==> src/rtl/irq_pkg.sv <==
package irq_pkg;
    localparam int VEC_W  = 16;
    localparam int MASK_W = 3;
    localparam int EDGE_N = 2;

    typedef enum logic [2:0] {
        SRC_NONE  = 3'd0,
        SRC_NMI   = 3'd1,
        SRC_EDGE  = 3'd2,
        SRC_LVL_A = 3'd3,
        SRC_LVL_B = 3'd4,
        SRC_GEN   = 3'd5
    } src_e;

    typedef struct packed {
        logic gen;
        logic lvl_b;
        logic lvl_a;
        logic edg;
        logic nmi;
    } lines_t;

    localparam logic [VEC_W-1:0] VEC_NMI   = 16'h0024;
    localparam logic [VEC_W-1:0] VEC_EDGE  = 16'h003C;
    localparam logic [VEC_W-1:0] VEC_LVL_A = 16'h0034;
    localparam logic [VEC_W-1:0] VEC_LVL_B = 16'h002C;

    function automatic logic [VEC_W-1:0] vec_of(src_e s);
        case (s)
            SRC_NMI:   return VEC_NMI;
            SRC_EDGE:  return VEC_EDGE;
            SRC_LVL_A: return VEC_LVL_A;
            SRC_LVL_B: return VEC_LVL_B;
            default:   return '0;
        endcase
    endfunction
endpackage

==> src/rtl/irq_capture.sv <==
module irq_capture #(
    parameter int N = 2
) (
    input  logic         clk,
    input  logic         rst,
    input  logic [N-1:0] pin,
    input  logic [N-1:0] clr,
    output logic [N-1:0] hit
);
    logic [N-1:0] prev_q;
    logic [N-1:0] lat_q;

    for (genvar i = 0; i < N; i++) begin : g_lat
        always_ff @(posedge clk) begin
            if (rst) begin
                prev_q[i] <= 1'b0;
                lat_q[i]  <= 1'b0;
            end else begin
                prev_q[i] <= pin[i];
                if (clr[i])
                    lat_q[i] <= 1'b0;
                else if (pin[i] && !prev_q[i])
                    lat_q[i] <= 1'b1;
            end
        end
    end

    assign hit = lat_q;
endmodule

==> src/rtl/irq_arbiter.sv <==
module irq_arbiter
    import irq_pkg::*;
(
    input  lines_t qual,
    output src_e   win
);
    always_comb begin
        if (qual.nmi)        win = SRC_NMI;
        else if (qual.edg)   win = SRC_EDGE;
        else if (qual.lvl_a) win = SRC_LVL_A;
        else if (qual.lvl_b) win = SRC_LVL_B;
        else if (qual.gen)   win = SRC_GEN;
        else                 win = SRC_NONE;
    end
endmodule

==> src/rtl/irq_prio_ctrl.sv <==
module irq_prio_ctrl
    import irq_pkg::*;
(
    input  logic              clk,
    input  logic              rst,
    input  logic              irq_nmi,
    input  logic              irq_edge,
    input  logic              irq_lvl_a,
    input  logic              irq_lvl_b,
    input  logic              irq_gen,
    input  logic              en_stb,
    input  logic              dis_stb,
    input  logic              mask_wr,
    input  logic [MASK_W-1:0] mask_in,
    input  logic              boundary,
    input  logic              ack,
    output logic              req_pend,
    output logic [2:0]        src,
    output logic [VEC_W-1:0]  vector,
    output logic              vec_ext,
    output logic              inta_n,
    output logic              int_en
);
    src_e              src_q;
    src_e              win;
    logic              gie_q;
    logic [MASK_W-1:0] mask_q;
    logic              inta_q;
    logic              accept;
    logic [EDGE_N-1:0] edge_pin, edge_clr, edge_hit;
    lines_t            qual;

    assign accept   = ack && (src_q != SRC_NONE);
    assign edge_pin = {irq_edge, irq_nmi};
    assign edge_clr = {accept && (src_q == SRC_EDGE), accept && (src_q == SRC_NMI)};

    irq_capture #(.N(EDGE_N)) u_cap (
        .clk (clk),
        .rst (rst),
        .pin (edge_pin),
        .clr (edge_clr),
        .hit (edge_hit)
    );

    always_comb begin
        qual.nmi   = edge_hit[0] && irq_nmi;
        qual.edg   = edge_hit[1] && gie_q && !mask_q[0];
        qual.lvl_a = irq_lvl_a   && gie_q && !mask_q[1];
        qual.lvl_b = irq_lvl_b   && gie_q && !mask_q[2];
        qual.gen   = irq_gen     && gie_q;
    end

    irq_arbiter u_arb (
        .qual (qual),
        .win  (win)
    );

    always_ff @(posedge clk) begin
        if (rst) begin
            src_q  <= SRC_NONE;
            gie_q  <= 1'b0;
            mask_q <= '0;
            inta_q <= 1'b1;
        end else begin
            if (accept)
                src_q <= SRC_NONE;
            else if (boundary)
                src_q <= win;

            if (accept)       gie_q <= 1'b0;
            else if (dis_stb) gie_q <= 1'b0;
            else if (en_stb)  gie_q <= 1'b1;

            if (mask_wr)
                mask_q <= mask_in;

            inta_q <= !(accept && (src_q == SRC_GEN));
        end
    end

    assign req_pend = (src_q != SRC_NONE);
    assign src      = src_q;
    assign vector   = vec_of(src_q);
    assign vec_ext  = (src_q == SRC_GEN);
    assign inta_n   = inta_q;
    assign int_en   = gie_q;
endmodule

==> config.mk <==
export PLATFORM = sky130hd
export DESIGN_NAME = irq_prio_ctrl
export DESIGN_NICKNAME = d
export VERILOG_FILES = /design/src/rtl/irq_pkg.sv /design/src/rtl/irq_capture.sv /design/src/rtl/irq_arbiter.sv /design/src/rtl/irq_prio_ctrl.sv
export SDC_FILE = /design/constraint.sdc
export NUM_CORES = 1
export LEC_CHECK = 0
export BUFFER_PORTS_ARGS = -buffer_cell sky130_fd_sc_hd__buf_2
export CORE_MARGIN = 2
export CORE_UTILIZATION = 46
export CTS_BUF_LIST = sky130_fd_sc_hd__clkbuf_4 sky130_fd_sc_hd__clkbuf_8
export DETAILED_ROUTE_END_ITERATION = 10
export GPL_TIMING_DRIVEN = 0
export PLACE_DENSITY_LB_ADDON = 0.12
export SLEW_MARGIN = 10
export SYNTH_ARGS = -nofsm -noshare
export SYNTH_HDL_FRONTEND = slang
export SYNTH_SLANG_ARGS = --single-unit
==> constraint.sdc <==
create_clock -name clk -period 2.9 [get_ports clk]
set_input_delay 0.58 -clock clk [delete_from_list [all_inputs] [get_ports clk]]
set_output_delay 0.58 -clock clk [all_outputs]
set_load 0.02 [all_outputs]
==> flow_summary.ini, run 1 <==
[floorplanning]
num_io_pins = 38
start_util_pct = 48.4
fp.dieH_um = 40.5
die-width_um = 40.5
dieArea_um2 = 1640
core_um2 = 1270
rows = 13

[placement]
dp_slack_ns = 1.13
port_buffers = 24
place.gp.congestion = 0.731
place_hpwl_um = 947

[synthesis]
yosys.area.top_type_share_pct = 39.1
synth.most_common_cell = buf_4
seq_area_frac_synth_pct = 39.1
mappedNetlistArea_um2 = 614
syn_area_per_cell_um2 = 8.65
synth_cell_types = 25
asyncSetResetFlopFracSynth_pct = 0
syn_inst = 71
yosys-top-cells-count = buf_4, dfxtp_1, a21oi_1, nor2_1, inv_1
yosys-top-cells-area = dfxtp_1, buf_4, a21oi_1
synth_top_area_cell = dfxtp_1
ys.flop_type = dfxtp_1
yosys_register_bits = 12
ys.warnings.count = 0
synth_edf_count = 0

[detailed_routing]
vias_per_cell = 4.38
num_vias = 547
post-route-drc-count = 0
wire_per_inst_um = 9.21
drt-total-wl_um = 1150
drtIter0Drc = 5
ant_nets = 0
drt_pre_antenna_iters = 4

[power]
p_leak_uw = 0.000441
ir_drop_mv = 0.273
p_per_area_nw_per_um2 = 474
total_power_uw = 394

[sta]
clock_skew_ns = 0.00514
finalSetupTns_ns = 0
worst_slack_ns = 0.842
finalSetupViolations = 0
fmax_mhz = 486
hold_viol = 0
period_share_pct = 71.0
finalMaxSlewViolations = 0
timing.final.crit_period_ns = 2.06
rsz0062_at_grt = false

[worst_hold_path]
hold_class = input pin to flop

[clocking]
clock_latency_ns = 0.28
cts_max_path_buffers = 2
cts_resized = 0
clock-sinks = 12
cts_tree = built
clock_tree.root_cell = clkbuf_4
htreeDepth = 1
path_clk_slew_ns = 0.07
cts_hold_buffers = 0
cts_made_buffers = 3
postCtsSetupRepairBufs = 0

[final_layout]
fillers = 124
area_growth_pct = 35.2
insertedDiodeCount = 0
final_net_count = 126
drive_above_1_share_pct = 39.1

[setup_path]
cp_data_required_time_ns = 2.32
worstPathArrival_ns = 1.48
end_kind = output pin
cp_slowest_stage_delay_ns = 0.41
crit_chain = or3_4, and2_1, buf_4, buf_2
critical-path-slowest-cell = or3_4
path_class = flop to output pin
startpoint_type = flop
cp_max_fo = 8

[global_routing]
grt_use_met2_pct = 26.2
use_met1_pct = 17.7
grt_pass1_vias = 429
busiest_layer = met2
grt_pass1_wl_um = 1700
use_met3_pct = 10.0
grt.overflow.total = 0
grt_max_degree = 10
antenna_found_initial = 0
track_usage_pct = 16.7

[flow_run]
maxCapViolCount = 0

[status]
status = complete, no violations
## stage by stage
stage / hold slack [ns] / cell area [um2] / util (%) / instances
2_1_floorplan: 0.451 / 656 / - / 82
3_3_place_gp: 0.472 / 795 / 62.6 / 121
3_5_place_dp: 0.488 / 795 / 62.6 / 121
4_1_cts: 0.459 / 831 / 65.5 / 125
5_1_grt: 0.461 / 831 / 65.5 / 125
6_report: 0.465 / 831 / 65.5 / 125
## placed cells by master, fill, tap and decap left out, drive strengths merged, types with 2 or more instances in the layout
cell type	instances
conb	12
nand2	2
nand2b	3
clkbuf	5
dfxtp	12
nor2	6
nor3	2
a21oi	6
nor2b	4
buf	37
mux2i	3
inv	5
## logic make-up (layout without fill, tap and decap cells)
logic type | after synthesis | count (layout) | synth area share [%]
simple gates | 23 | 23 | 21.4
buf+inv | 19 | 47 | 19.6
compound gates | 12 | 12 | 13.0
flops | 12 | 12 | 39.1
mux | 3 | 3 | 4.89
other cells | 1 | 12 | 0.610
xor+xnor | 1 | 1 | 1.43
## state kept, by name (all words and copies together) (netlist names)
register / count
mask_q: 3
src: 3
u_cap.hit: 2
u_cap.prev_q: 2
int_en: 1
inta_n: 1
## critical path: cells and delay by family (launching register included)
| kind | cells | cell delay (ns) |
|---|---|---|
| flip-flops | 1 | 0.38 |
| AND/OR/NAND/NOR | 2 | 0.56 |
| buffers and inverters | 2 | 0.27 |
## where the power goes
part	internal, uW	switching, uW	leakage (uW)
registers	173	5.27	0.0000988
clock network	76.4	56.0	0.0000210
logic	37.2	45.8	0.000321
## final cells by class
cell class / count / area, um2 / area share, %
buffer: 14 / 101 / 12.2
clock buffer: 4 / 36.3 / 4.37
inverter: 5 / 18.8 / 2.26
multi-input combinational: 51 / 295 / 35.5
sequential: 12 / 240 / 28.9
tap: 15 / 18.8 / 2.26
timing repair buffer: 24 / 120 / 14.5
## worst paths after layout
path	slack (ns)	cells after the start	startpoint	endpoint
hold reg to reg	0.50	2	mask_q[0]	mask_q[0]
hold / removal	0.46	2	dis_stb	int_en
setup reg to reg	1.62	3	src[2]	src[0]
setup / recovery	0.84	4	src[2]	vector[5]
## per-layer routing
layer  vias up  routed length, um
li1        290                  -
met1       238                462
met2        17                602
met3         2                 76
met4         0                 10
met5         -                  0
No activity file was read; power rests on OpenSTA's default activity.
==> run 2: changes to the inputs <==
Settings changed: CORE_UTILIZATION 46 to 43.
Clock period 2.9 ns to 2.1 ns, I/O delays scaled along.
==> flow_summary.ini, run 2 (synthesis gave the netlist of run 1 again) <==
[clocking]
cts_resized = 0
cts_made_buffers = 3
clock-sinks = 12
postCtsSetupRepairBufs = 0
cts_max_path_buffers = 2
htreeDepth = 1
clock_tree.root_cell = clkbuf_4
cts_tree = built
path_clk_slew_ns = 0.07
clock_latency_ns = 0.26
cts_hold_buffers = 0

[worst_hold_path]
hold_class = input pin to flop
holdPathStages = 2

[setup_path]
worstPathArrival_ns = 1.48
critical-path-slowest-cell = or3_4
cp_data_required_time_ns = 1.68
cp_max_fo = 8
r2r_cells = 3
crit_cells = 4
path_class = flop to output pin
cp_slowest_stage_delay_ns = 0.42
end_kind = output pin
path_delay_family = simple AND/OR/NAND/NOR gates
crit_chain = or3_4, and2_1, buf_4, buf_2
worst-path-buf-inv = 2
startpoint_type = flop

[detailed_routing]
drt_pre_antenna_iters = 4
ant_nets = 0
drt-total-wl_um = 1140
drtIter0Drc = 11
num_vias = 542
vias_per_cell = 4.37
wire_per_inst_um = 9.16
post-route-drc-count = 0

[power]
p_comb_share_pct = 23.3
ir_drop_mv = 0.599
switching_share_pct = 27.9
p_leak_uw = 0.000434
power_frac_seq_pct = 49.8
clkPwrFrac_pct = 27.0
p_per_area_nw_per_um2 = 605
switchingPower_uw = 138
internal_power_uw = 357

[floorplanning]
core_um2 = 1320
num_io_pins = 38
start_util_pct = 46.6
die-width_um = 41.8
dieArea_um2 = 1750
fp.dieH_um = 41.8
rows = 13

[sta]
period_share_pct = 90.3
rsz0062_at_grt = false
fmax_mhz = 528
finalSetupViolations = 0
hold_viol = 0
finalMaxSlewViolations = 0
finalSetupTns_ns = 0
clock_skew_ns = 0.000376
timing.final.crit_period_ns = 1.90

[global_routing]
grt_pass1_wl_um = 2040
grt_pass1_vias = 506
grt.overflow.total = 0
grt_max_degree = 10
antenna_found_initial = 0
track_usage_pct = 15.5

[final_layout]
insertedDiodeCount = 0
area_growth_pct = 33.0
layout_commonest_cell = buf_2
final_net_count = 126
drive_above_1_share_pct = 38.5
final_cells = 124
most-common-layout-cells = buf_2, buf_4, conb_1, dfxtp_1

[flow_run]
maxCapViolCount = 0

[placement]
port_buffers = 24
dp.cells = 121
place.gp.congestion = 0.760

[status]
status = complete, no violations
==> run 2: cell count changes in the layout (fill, tap and decap cells not counted), sizes merged <==
cell,previous run,this run
clkbuf,5,4
==> run 2: area by class of cell <==
type | count | area (um2)
Fill cell | 139 | 500
Buffer | 14 | 101
Inverter | 5 | 18.8
Clock buffer | 3 | 22.5
Multi-Input combinational cell | 51 | 295
Sequential cell | 12 | 240
Timing Repair Buffer | 24 | 120
Tap cell | 15 | 18.8
==> run 2: power by group through the flow <==
stage          sequential, uW  combinational [uW]  clock (uW)
6_report                  246                 115         133
3_5_place_dp              251                 115           0
5_1_grt                   248                 127         154
4_1_cts                   246                 115         140
3_3_place_gp              251                 113           0
2_1_floorplan             254                82.8           0
==> run 2: path summary, 6_finish.rpt <==
kind	slack [ns]	start	to
max	0.20	src[2]	vector[5]
min	0.31	dis_stb	int_en
max reg2reg	0.81	src[2]	src[0]
min reg2reg	0.50	mask_q[0]	mask_q[0]
==> run 2: stage by stage <==
step	power, uW	hold slack, ns	area [um2]	utilization [%]	setup slack, ns
2_1_floorplan	336	0.451	656	-	0.394
3_3_place_gp	364	0.471	795	60.3	0.498
3_5_place_dp	366	0.489	795	60.3	0.487
4_1_cts	501	0.304	817	62.0	0.192
5_1_grt	528	0.293	817	62.0	0.125
6_report	495	0.312	817	62.0	0.204
==> run 2: layer usage <==
metal  GRT usage (%)  vias up  part of all wire, %
met5               0        -                    0
met4            5.81        0                  1.2
met3            7.83        2                  8.4
met2            24.7       19                   50
met1            17.6      230                   40
li1                -      291                    -
